## config.mk

```make
export PLATFORM = sky130hd
export DESIGN_NAME = unit_watchdog
export DESIGN_NICKNAME = d
export VERILOG_FILES = /design/src/rtl/wdt_pkg.sv /design/src/rtl/wdt_ctrl.sv /design/src/rtl/wdt_datapath.sv /design/src/rtl/unit_watchdog.sv
export SDC_FILE = /design/constraint.sdc
export NUM_CORES = 1
export LEC_CHECK = 0
export ABC_AREA = 1
export BUFFER_PORTS_ARGS = -buffer_cell sky130_fd_sc_hd__buf_2
export CAP_MARGIN = 20
export CELL_PAD_IN_SITES_DETAIL_PLACEMENT = 2
export CELL_PAD_IN_SITES_GLOBAL_PLACEMENT = 2
export CORE_ASPECT_RATIO = 0.5
export CORE_MARGIN = 2
export CORE_UTILIZATION = 30
export DETAILED_ROUTE_END_ITERATION = 16
export PLACE_DENSITY = 0.82
export SETUP_SLACK_MARGIN = 0.5
export SYNTH_ARGS = -nofsm -noshare
export SYNTH_HDL_FRONTEND = slang
export SYNTH_SLANG_ARGS = --single-unit
```

## constraint.sdc

```tcl
create_clock -name clk -period 1.9 [get_ports clk]
set_clock_uncertainty 0.15 [all_clocks]
set_input_delay 0.095 -clock clk [delete_from_list [all_inputs] [get_ports clk]]
set_output_delay 0.095 -clock clk [all_outputs]
set_load 0.005 [all_outputs]
```

## src/rtl/wdt_pkg.sv

```systemverilog
package wdt_pkg;
  // strobes from control to datapath
  typedef struct packed {
    logic ldCtl;
    logic ldCfg;
    logic ldLo;
    logic ldHi;
    logic dec;
    logic expire;
  } wdt_strobe_t;
endpackage

```

## src/rtl/wdt_ctrl.sv

```systemverilog
module wdt_ctrl
  import wdt_pkg::*;
#(
  parameter int ADDR_W        = 8,
  parameter logic [ADDR_W-1:0] CTL_ADDR = 8'h71,
  parameter logic [ADDR_W-1:0] CFG_ADDR = 8'h72,
  parameter logic [ADDR_W-1:0] LO_ADDR  = 8'h73,
  parameter logic [ADDR_W-1:0] HI_ADDR  = 8'h74,
  parameter int TICKS_PER_MIN = 60,
  parameter bit WIDE          = 1'b1
) (
  input  logic              clk,
  input  logic              rstN,
  input  logic              wrEn,
  input  logic [ADDR_W-1:0] addr,
  input  logic              tick,
  input  logic              secMode,
  input  logic              countNonZero,
  input  logic              countIsOne,
  output wdt_strobe_t       strobe
);
  localparam int PRE_W = $clog2(TICKS_PER_MIN);
  localparam logic [PRE_W-1:0] PRE_LAST = PRE_W'(TICKS_PER_MIN - 1);

  logic [PRE_W-1:0] preQ;
  logic tickOk, preDone;

  assign tickOk  = tick && !wrEn && countNonZero;
  assign preDone = secMode || (preQ == PRE_LAST);

  always_comb begin
    strobe.ldCtl  = wrEn && (addr == CTL_ADDR);
    strobe.ldCfg  = wrEn && (addr == CFG_ADDR);
    strobe.ldLo   = wrEn && (addr == LO_ADDR);
    strobe.ldHi   = wrEn && (addr == HI_ADDR) && WIDE;
    strobe.dec    = tickOk && preDone;
    strobe.expire = tickOk && preDone && countIsOne;
  end

  // minute prescaler, cleared by any count reload
  always_ff @(posedge clk or negedge rstN) begin
    if (!rstN) preQ <= '0;
    else if (strobe.ldLo || strobe.ldHi) preQ <= '0;
    else if (tickOk) preQ <= preDone ? '0 : preQ + 1'b1;
  end
endmodule

```

## src/rtl/wdt_datapath.sv

```systemverilog
module wdt_datapath
  import wdt_pkg::*;
#(
  parameter int ADDR_W = 8,
  parameter logic [ADDR_W-1:0] CTL_ADDR = 8'h71,
  parameter logic [ADDR_W-1:0] CFG_ADDR = 8'h72,
  parameter logic [ADDR_W-1:0] LO_ADDR  = 8'h73,
  parameter logic [ADDR_W-1:0] HI_ADDR  = 8'h74,
  parameter int SEC_BIT = 7,
  parameter int KBD_BIT = 6,
  parameter int EVT_BIT = 5,
  parameter int PWR_BIT = 4,
  parameter bit WIDE    = 1'b1
) (
  input  logic              clk,
  input  logic              rstN,
  input  wdt_strobe_t       strobe,
  input  logic [7:0]        wrData,
  input  logic [ADDR_W-1:0] addr,
  output logic [7:0]        rdData,
  output logic [15:0]       countOut,
  output logic [7:0]        cfgOut,
  output logic              countNonZero,
  output logic              countIsOne,
  output logic              secMode,
  output logic              kbdRst,
  output logic              pwrOkRst,
  output logic              toEvent
);
  logic [7:0] ctlQ, cfgQ, loQ, hiQ;
  logic [15:0] countDec;

  assign countOut     = {hiQ, loQ};
  assign countDec     = countOut - 16'd1;
  assign countNonZero = |countOut;
  assign countIsOne   = (countOut == 16'd1);
  assign secMode      = cfgQ[SEC_BIT];
  assign cfgOut       = cfgQ;

  always_ff @(posedge clk or negedge rstN) begin
    if (!rstN) begin
      ctlQ <= '0; cfgQ <= '0; loQ <= '0;
    end else begin
      if (strobe.ldCtl) ctlQ <= wrData;
      if (strobe.ldCfg) cfgQ <= wrData;
      if (strobe.ldLo) loQ <= wrData;
      else if (strobe.dec) loQ <= countDec[7:0];
    end
  end

  generate
    if (WIDE) begin : g_hi
      always_ff @(posedge clk or negedge rstN) begin
        if (!rstN) hiQ <= '0;
        else if (strobe.ldHi) hiQ <= wrData;
        else if (strobe.dec) hiQ <= countDec[15:8];
      end
    end else begin : g_nohi
      assign hiQ = '0;
    end
  endgenerate

  always_ff @(posedge clk or negedge rstN) begin
    if (!rstN) begin
      kbdRst <= 1'b0; pwrOkRst <= 1'b0; toEvent <= 1'b0;
    end else begin
      kbdRst   <= strobe.expire && cfgQ[KBD_BIT];
      pwrOkRst <= strobe.expire && cfgQ[PWR_BIT];
      toEvent  <= strobe.expire && cfgQ[EVT_BIT];
    end
  end

  always_comb begin
    unique case (addr)
      CTL_ADDR: rdData = ctlQ;
      CFG_ADDR: rdData = cfgQ;
      LO_ADDR:  rdData = loQ;
      HI_ADDR:  rdData = hiQ;
      default:  rdData = 8'h00;
    endcase
  end
endmodule

```

## src/rtl/unit_watchdog.sv

```systemverilog
module unit_watchdog
  import wdt_pkg::*;
#(
  parameter int TICKS_PER_MIN = 60,
  parameter bit WIDE          = 1'b1
) (
  input  logic       clk,
  input  logic       rstN,
  input  logic       wrEn,
  input  logic [7:0] addr,
  input  logic [7:0] wrData,
  output logic [7:0] rdData,
  input  logic       tick,
  output logic       running,
  output logic       kbdRst,
  output logic       pwrOkRst,
  output logic       toEvent
);
  wdt_strobe_t strobe;
  logic secMode, countNonZero, countIsOne;
  logic [15:0] countVal;
  logic [7:0]  cfgVal;

  assign running = countNonZero;

  wdt_ctrl #(.TICKS_PER_MIN(TICKS_PER_MIN), .WIDE(WIDE)) u_ctrl (
    .clk(clk), .rstN(rstN), .wrEn(wrEn), .addr(addr), .tick(tick),
    .secMode(secMode), .countNonZero(countNonZero), .countIsOne(countIsOne),
    .strobe(strobe)
  );

  wdt_datapath #(.WIDE(WIDE)) u_dp (
    .clk(clk), .rstN(rstN), .strobe(strobe), .wrData(wrData), .addr(addr),
    .rdData(rdData), .countOut(countVal), .cfgOut(cfgVal),
    .countNonZero(countNonZero), .countIsOne(countIsOne), .secMode(secMode),
    .kbdRst(kbdRst), .pwrOkRst(pwrOkRst), .toEvent(toEvent)
  );
endmodule

```

== Yosys cells after proc, flatten, opt, wreduce, memory -nomap -nowiden ==
Cells that the tools add are included.
Widths: inputs -> output; s select.

* Register bits: 41
* Input port bits: 20
* Word-level logic and storage cells: 42

* Add/sub/neg operators: 2
* Equality and inequality tests: 6
* Mux-type cells: 8
* Reduce and logical (&&, ||, !) cells: 18

{| class="wikitable"
|+ Operators by type and width
! cell !! count
|-
| $eq 8x7->1 const B || 4
|-
| $mux 8 || 4
|-
| $pmux 8 s4 || 1
|-
| $mux 6 || 3
|-
| $eq 16x1->1 const B || 1
|-
| $reduce_or 16->1 || 1
|-
| $sub 16x1->16 const B || 1
|-
| $logic_and 1x1->1 || 11
|-
| $add 6x1->6 const B || 1
|-
| $eq 6x6->1 const B || 1
|-
| $reduce_bool 2->1 || 3
|-
| $logic_or 1x1->1 || 2
|-
| $logic_not 1->1 || 1
|}

== Logic depth before layout (Yosys ltp) ==
Gate-level depths: netlist (run 1).

* Depth in word-level cells: 6
* Gate-level depth with buffers: 10

== Hierarchy ==
Synthesis (run 1) repeated with hierarchy kept, for this count alone.

* Cell total of the unflattened synthesis: 344
* Area total of the unflattened synthesis: 2671.3 um2

{| class="wikitable"
|+ Modules (own cells, without submodules)
! module !! times used !! cells an instance !! area each (um2)
|-
| wdt_datapath || 1 || 263 || 2092.0
|-
| wdt_ctrl || 1 || 81 || 579.3
|}

== Worst setup path after synthesis (run 1) ==
OpenSTA, ideal clock, no wires.

* Path type: flip-flop to flip-flop
* From: register u_dp.loQ[0]
* To: register u_dp.loQ[7]
* Setup time: 0.119 ns
* Arrival time: 1.528 ns
* Required time: 1.631 ns
* Path slack: 0.104 ns
* Stages on the path, launching flop included: 11
* Cells stage by stage: dfrtp_1 inv_1 ha_1 nand2_1 nor2_4 nand2_1 nand3_2 buf_4 nor2_1 nor2_1 nand2_1

* Longest elaborated chain between the ends: 4
* Elaborated cells on any way between the ends: 7

{| class="wikitable"
|+ Ends and longest elaborated chain
! element !! RTL line !! source
|-
| start: declaration || wdt_datapath.sv:30 || <nowiki>logic [7:0] ctlQ, cfgQ, loQ, hiQ;</nowiki>
|-
| start signal: assignment || wdt_datapath.sv:46 || <nowiki>if (strobe.ldLo) loQ <= wrData;</nowiki>
|-
| start signal: assignment || wdt_datapath.sv:47 || <nowiki>else if (strobe.dec) loQ <= countDec[7:0];</nowiki>
|-
| $reduce_or 16->1 || wdt_datapath.sv:35 || <nowiki>assign countNonZero = |countOut;</nowiki>
|-
| named net running || unit_watchdog.sv:14 || <nowiki>output logic running,</nowiki>
|-
| $logic_and 1x1->1 || wdt_ctrl.sv:28 || <nowiki>assign tickOk = tick && !wrEn && countNonZero;</nowiki>
|-
| $logic_and 1x1->1 || wdt_ctrl.sv:36 || <nowiki>strobe.dec = tickOk && preDone;</nowiki>
|-
| $reduce_bool 2->1 (no source line) || n/a ||
|}

The timed path passes the listed nets, and every way through them passes these cells. The select of a mux whose other input is x is not followed.
A chain may end at the register's enable or synchronous reset.

== Final worst setup path (run 1) ==
* From: register u_ctrl.preQ[0]
* To: register u_dp.loQ[5]

* Longest elaborated chain between the ends: 4

{| class="wikitable"
|+ Ends and longest elaborated chain
! element !! RTL line !! source
|-
| start: declaration || wdt_ctrl.sv:25 || <nowiki>logic [PRE_W-1:0] preQ;</nowiki>
|-
| start signal: assignment || wdt_ctrl.sv:44 || <nowiki>else if (tickOk) preQ <= preDone ? '0 : preQ + 1'b1;</nowiki>
|-
| $eq 6x6->1 || wdt_ctrl.sv:29 || <nowiki>assign preDone = secMode || (preQ == PRE_LAST);</nowiki>
|-
| $logic_or 1x1->1 || wdt_ctrl.sv:29 ||
|-
| $logic_and 1x1->1 || wdt_ctrl.sv:36 ||
|-
| $reduce_bool 2->1 (no source line) || n/a ||
|}

Every way passes these cells.

==> results of run 1 <==
synthesized netlist by cell type (all sizes together):
| cell type | n | area share (%) |
|---|---|---|
| nor2 | 40 | 6.7 |
| nor3 | 5 | 2.2 |
| clkbuf | 2 | 0.29 |
| o2111ai | 8 | 2.7 |
| nand3 | 66 | 13 |
| xor2 | 4 | 1.3 |
| o21a | 12 | 3.4 |
| buf | 6 | 1.7 |
| o21ai | 15 | 3.0 |
| nand2 | 115 | 17 |
| ha | 3 | 1.4 |
| inv | 46 | 6.6 |
| nor3b | 2 | 0.57 |
| dfrtp | 41 | 39 |
| nand4 | 2 | 0.48 |
| xnor2 | 1 | 0.33 |
cell families (layout without fill, tap and decap cells):
group / after synthesis / after routing / synth area share, %
and+or+nand+nor: 230 / 230 / 40.0
AOI/OAI and AO/OA: 35 / 35 / 9.13
buffers and inverters: 54 / 168 / 8.56
DFF: 41 / 41 / 39.2
adders and majority gates: 3 / 3 / 1.43
xor gates and xnor gates: 5 / 5 / 1.67
area by class of cell:
class | count | area (µm²)
clock buffers | 6 | 139
fillers | 916 | 4050
flip-flops and latches | 41 | 1040
clock inverters | 2 | 37.5
multi-input cells | 273 | 1950
well taps | 117 | 146
inverters | 46 | 210
repair buffers | 114 | 1020
stage by stage:
step	util (%)	worst slack [ns]	instance area, µm²	power (µW)
2_1_floorplan	-	0.316	2680	2140
3_3_place_gp	35.6	0.120	3060	2650
3_5_place_dp	35.6	0.0575	3060	2700
4_1_cts	47.4	0.223	4070	4670
5_1_grt	52.8	-0.0770	4540	6010
6_report	52.8	-0.0344	4540	5850
registers in the layout (all words and copies together) (netlist names):
name and count:
u_dp.kbdRst 1, u_dp.loQ 8, u_dp.toEvent 1, u_dp.hiQ 8, u_dp.pwrOkRst 1, u_dp.ctlQ 8
u_dp.cfgOut 8, u_ctrl.preQ 6
how the worst max path moves through the flow:
| stage | startpoint | to | slack, ns | depth (start not counted) |
|---|---|---|---|---|
| 3_5_place_dp | u_dp.loQ[4]$_DFFE_PN0P_ | u_dp.loQ[5]$_DFFE_PN0P_ | 0.06 | 9 |
| 6_report | u_ctrl.preQ[0]$_DFFE_PN0P_ | u_dp.loQ[5]$_DFFE_PN0P_ | -0.03 | 9 |
| 2_1_floorplan | u_dp.loQ[0]$_DFFE_PN0P_ | u_dp.loQ[7]$_DFFE_PN0P_ | 0.32 | 10 |
| 4_1_cts | u_dp.loQ[0]$_DFFE_PN0P_ | u_dp.loQ[1]$_DFFE_PN0P_ | 0.22 | 10 |
| 5_1_grt | u_ctrl.preQ[0]$_DFFE_PN0P_ | u_dp.loQ[5]$_DFFE_PN0P_ | -0.08 | 9 |
| 3_3_place_gp | u_dp.loQ[4]$_DFFE_PN0P_ | u_dp.hiQ[1]$_DFFE_PN0P_ | 0.12 | 9 |
where the power goes:
part,switching [µW],leakage [µW],internal [µW]
logic,1990,0.00156,1360
registers,318,0.000521,1070
clock network,457,0.0000831,659
total,2760,0.00217,3090
repair_timing:
item | 4_1_cts | 5_1_grt
hold endpoints to repair | 28 | 0
cloned | 1 | 0
pin swaps | 34 | 28
buffers inserted | 42 | 16
gates resized for setup | 100 | 82
endpoints found under the setup margin | 34 | 47
hold buffers | 8 | 0
metal layers:
layer / up-vias / GRT usage [%] / part of all wire [%]
met5: - / 0 / 0
met4: 0 / 10.3 / 3.8
met3: 55 / 7.26 / 7.7
met2: 169 / 54.3 / 44
met1: 1814 / 49.0 / 44
li1: 1426 / - / -
worst register-to-register path, stage by stage (launching register included):
cell      delay [ns]
dfrtp_1         0.41
ha_4            0.19
nand3_4         0.08
o21ai_4         0.26
nand3_4         0.18
buf_12          0.18
nand2_8         0.10
clkinv_8        0.10
nand2_2         0.08
nand2_1         0.09
==> key figures, run 1 <==
STA
  – Worst hold margin: ~0.17 ns
  – RSZ-0062 raised after global routing: yes
  – Slew Limit Fails: 0
  – Tmin final: 1.93 ns
  – Setup ws final: -0.0344 ns
  – Final period utilization: 102%
  – Fin Setup TNS: -0.0553 ns
  – Relative slew slack: approximately 60%
  – Measured slew at the worst slew-check pin: roughly 0.60 ns
  – Fmax: between 500 and 600 MHz
  – Final Hold Violating Endpoints: 0
  – # setup viols final: 2

Setup path
  – CP Capture Type: flip-flop
  – Req. time, crit path: 1.92 ns
  – Worst EP arrival: 1.96 ns
  – Crit Reg-Reg Startpoint: u_ctrl.preQ[0]$_DFFE_PN0P_
  – CP Cell Sequence: ha_4 -> nand3_4 -> o21ai_4 -> nand3_4 -> buf_12 -> nand2_8 -> clkinv_8 -> nand2_2 -> nand2_1
  – R2R Path End: u_dp.loQ[5]$_DFFE_PN0P_
  – Worst R2R Path Depth: 9
  – Worst path slowest cell: dfrtp_1
  – Critical path peak fanout: 8
  – Crit path kind: reg2reg
  – Cell family with most CP delay: simple AND/OR/NAND/NOR gates
  – R2r setup slk: -0.03 ns
  – Buf+Inv Stages, Crit Path: 2
  – CP dominant cell by count: nand3_4
  – Crit start category: flip-flop
  – CP max stage delay: approximately 0.4 ns

Worst hold path
  – Type of the most critical hold path: in2reg
  – Hold Path Stages: 4
  – Worst min-delay path startpoint: wrData[2]
  – Hold endpoint: u_dp.cfgOut[2]$_DFFE_PN0P_

Power
  – LEAKAGE: roughly 0.0022 µW
  – Worst VDD drop: 824 µV
  – Pwr Density: 1290 nW/µm²

GRT
  – GRT Overall Usage: between 30% and 40%
  – First-pass GRT wire length: ~24000 µm
  – Largest net degree at the start of global routing: 20
  – Initial antenna violation count: 0
  – Grt ovf: 0
  – Vias in the first global route: 3641

Yosys
  – Mapped Area: between 2000 and 3000 µm²
  – Number of synthesis warnings: 0
  – Gate Count Post-Synth: ~370
  – Syn avg cell area: approximately 7.1 µm²
  – Yosys cell types: 27
  – Sequential share of the synthesized area: roughly 39%
  – Seq cells post-synth: 41
  – Syn_nets: slightly below 400

Clock tree
  – Clock Pin Slew Worst Setup and Hold Paths: ~0.08 ns
  – CTS HTree Levels: 2
  – CTS Buf Count: 5
  – Skew-Pair Late Insertion Delay: 0.30 ns
  – Clk sinks: a little over 40
  – CTS tree: done
  – Longest Clk Path Bufs: 2
  – CTS root buf: clkbuf_16

Floorplanning
  – Full die area: around 9500 µm²
  – Chip width: 136 µm
  – Die H: 70.0 µm
  – Starting Density: roughly 30%
  – # rows: 24
  – # IOs: 32
  – Core Box Area: roughly 8600 µm²

Routing
  – Via density: just under 6
  – # DRC: 0
  – Final ANT Viol Nets: 0
  – 1st-iter DRT viols: about 410
  – Drt wl/cell: 30.6 µm
  – Routed WL: 18300 µm
  – Pre-Repair DR Iteration Count: 4
  – Total number of vias: 3464

Cells and area
  – Most frequent cells in the layout: nand2_1, buf_4, nand3_1
  – Commonest non-fill, non-tap cell in the layout: nand2_1
  – Final #Nets: 504
  – Fraction of layout cells with a size suffix above 1: about half
  – Cell Count, Final, Fillers Out: between 500 and 600
  – Synthesis-to-finish area growth: 73.4%
  – Diode count: 0

Placed design
  – Port Buffers: 31
  – Placed cells: about 520
  – Dpl hpwl: around 7500 µm
  – RD Place Congestion: ~0.9

Job
  – Maxcap violations: 0

Outcome
  – Failing checks: setup timing
  – Run status: complete, but fails checks
(Power assumes the default switching activity.)
==> inputs of run 2 (changes only) <==
Settings changed: CORE_ASPECT_RATIO 0.5 to unset.
Clock period 1.9 ns to 2.2 ns, I/O delays scaled along.
==> key figures, run 2 (synthesis gave the netlist of run 1 again) <==
Setup path
  – Worst path slowest cell: dfrtp_1
  – Critical path peak fanout: 8
  – R2R Path End: u_dp.loQ[0]$_DFFE_PN0P_
  – CP Cell Sequence: inv_1 -> nand2_1 -> o21ai_4 -> nand3_4 -> nand2_8 -> clkinv_8 -> nand2_1 -> nand2_2
  – Crit path kind: reg2reg
  – Req. time, crit path: ~2.3 ns
  – Crit Reg-Reg Startpoint: u_ctrl.preQ[2]$_DFFE_PN0P_
  – Crit start category: flip-flop
  – Buf+Inv Stages, Crit Path: 2
  – Worst EP arrival: ~1.9 ns
  – CP Capture Type: flip-flop
  – Cell family with most CP delay: simple AND/OR/NAND/NOR gates
  – CP dominant cell by count: nand2_1
  – R2r setup slk: approximately 0.36 ns
  – CP max stage delay: 0.46 ns
  – Worst R2R Path Depth: 8

Floorplanning
  – # IOs: 32
  – Full die area: 9480 µm²
  – # rows: 34
  – Chip width: just under 100 µm
  – Die H: approximately 97 µm
  – Core Box Area: around 8600 µm²
  – Starting Density: between 30% and 40%

Routing
  – # DRC: 0
  – Total number of vias: 3027
  – Pre-Repair DR Iteration Count: 5
  – Via density: around 5.4
  – Drt wl/cell: roughly 22 µm
  – Routed WL: 12300 µm
  – Final ANT Viol Nets: 0
  – 1st-iter DRT viols: roughly 130

Power
  – Switch Pwr: ~1700 µW
  – LEAKAGE: ~0.0019 µW
  – Design Power: 3720 µW
  – Gate power share: 51.9%
  – Clock power share: 18.0%
  – Worst VDD drop: about 250 µV
  – Pwr Density: between 1000 and 1500 nW/µm²
  – Power Internal: 2020 µW
  – Sw Share: 45.9%
  – Sequential power share: between 30% and 40%

Clock tree
  – Skew-Pair Late Insertion Delay: 0.32 ns
  – Clock Pin Slew Worst Setup and Hold Paths: about 0.1 ns
  – CTS Buf Count: 5
  – CTS HTree Levels: 2
  – Clk sinks: between 40 and 50
  – Longest Clk Path Bufs: 2
  – CTS tree: done
  – CTS root buf: clkbuf_8

Worst hold path
  – Worst min-delay path startpoint: wrData[2]
  – Hold endpoint: u_dp.ctlQ[2]$_DFFE_PN0P_
  – Hold Path Stages: 4
  – Type of the most critical hold path: in2reg

GRT
  – Grt ovf: 0
  – Largest net degree at the start of global routing: 42
  – Vias in the first global route: ~3300
  – First-pass GRT wire length: between 15000 and 20000 µm
  – Initial antenna violation count: 0
  – GRT Overall Usage: 24.5%

STA
  – Fmax: around 540 MHz
  – # setup viols final: 0
  – Tmin final: 1.84 ns
  – RSZ-0062 raised after global routing: yes
  – Slew Limit Fails: 0
  – Final Hold Violating Endpoints: 0
  – Measured slew at the worst slew-check pin: 0.434 ns
  – Final period utilization: 83.6%
  – Relative slew slack: roughly 71%
  – Fin Setup TNS: 0 ns

Cells and area
  – Commonest non-fill, non-tap cell in the layout: nand2_1
  – Most frequent cells in the layout: nand2_1, nand3_1, buf_4
  – Synthesis-to-finish area growth: 41.3%
  – Final #Nets: between 400 and 500
  – Diode count: 0
  – Fraction of layout cells with a size suffix above 1: between 30% and 40%

Placed design
  – Dpl hpwl: about 7500 µm
  – Port Buffers: 31
  – RD Place Congestion: 0.903

Job
  – Maxcap violations: 0

Outcome
  – Run status: finished clean
==> run 2: changes by cell type in the layout (fill, tap and decap cells not counted), sizes merged <==
| cell | previous run | this run |
|---|---|---|
| buf | 106 | 76 |
| clkinv | 1 | 2 |
| clkinvlp | 1 | 0 |
==> run 2: worst reg2reg max path, cell delays in order, from the launching register on <==
cell and delay (ns):
dfrtp_1 0.46, inv_1 0.11, nand2_1 0.10, o21ai_4 0.21, nand3_4 0.20, nand2_8 0.19, clkinv_8 0.10, nand2_1 0.12
nand2_2 0.09
==> run 2: layout make-up <==
type / instances / area, µm²
Tap cell: 108 / 135
Sequential cell: 41 / 1030
Fill cell: 1001 / 4900
Inverter: 46 / 190
Multi-Input combinational cell: 273 / 1630
Clock buffer: 6 / 72.6
Clock inverter: 2 / 38.8
Timing Repair Buffer: 84 / 601
==> run 2: timing repair <==
item,in CTS,in global routing
hold buffers,8,0
gates resized for setup,32,50
endpoints found under the setup margin,34,34
setup buffers,22,8
pin swaps,16,18
hold endpoints to repair,52,0
==> run 2: power by group through the flow <==
stage | sequential, µW | clock [µW] | combinational [µW]
floorplan | 1050 | 0 | 746
global placement | 1100 | 0 | 1140
detailed placement | 1120 | 0 | 1200
CTS | 1090 | 668 | 1570
global route | 1140 | 706 | 2100
finish | 1120 | 669 | 1930
==> run 2: how the worst max path moves through the flow <==
stage | startpoint | end | slack, ns | cells past startpoint
after floorplan | u_dp.loQ[0]$_DFFE_PN0P_ | u_dp.loQ[7]$_DFFE_PN0P_ | 0.50 | 10
after global placement | u_dp.loQ[0]$_DFFE_PN0P_ | u_dp.loQ[0]$_DFFE_PN0P_ | 0.25 | 10
after detailed placement | u_dp.loQ[0]$_DFFE_PN0P_ | u_dp.loQ[5]$_DFFE_PN0P_ | 0.12 | 10
after CTS | u_dp.loQ[1]$_DFFE_PN0P_ | u_dp.loQ[7]$_DFFE_PN0P_ | 0.49 | 10
after global routing | u_ctrl.preQ[2]$_DFFE_PN0P_ | u_dp.loQ[0]$_DFFE_PN0P_ | 0.31 | 8
final | u_ctrl.preQ[2]$_DFFE_PN0P_ | u_dp.loQ[0]$_DFFE_PN0P_ | 0.36 | 8
==> run 2: metal layers <==
| layer | track usage (%) | share of wire [%] | vias up |
|---|---|---|---|
| met1 | 30.4 | 42 | 1523 |
| met3 | 3.38 | 3.9 | 41 |
| met4 | 11.3 | 4.0 | 0 |
| li1 | - | - | 1360 |
| met5 | 0 | 0 | - |
| met2 | 42.1 | 50 | 103 |
==> run 2: metrics by stage <==
stage          std cells  instance area, µm²  hold WS [ns]  setup slack (ns)  util, %
3_3_place_gp         514                2990       -0.0488             0.249     34.8
5_1_grt              560                3700         0.113             0.311     43.0
6_report             560                3700        0.0881             0.360     43.0
2_1_floorplan        368                2620        -0.336             0.501        -
3_5_place_dp         514                2990       -0.0391             0.115     34.8
4_1_cts              552                3460        0.0810             0.494     40.3
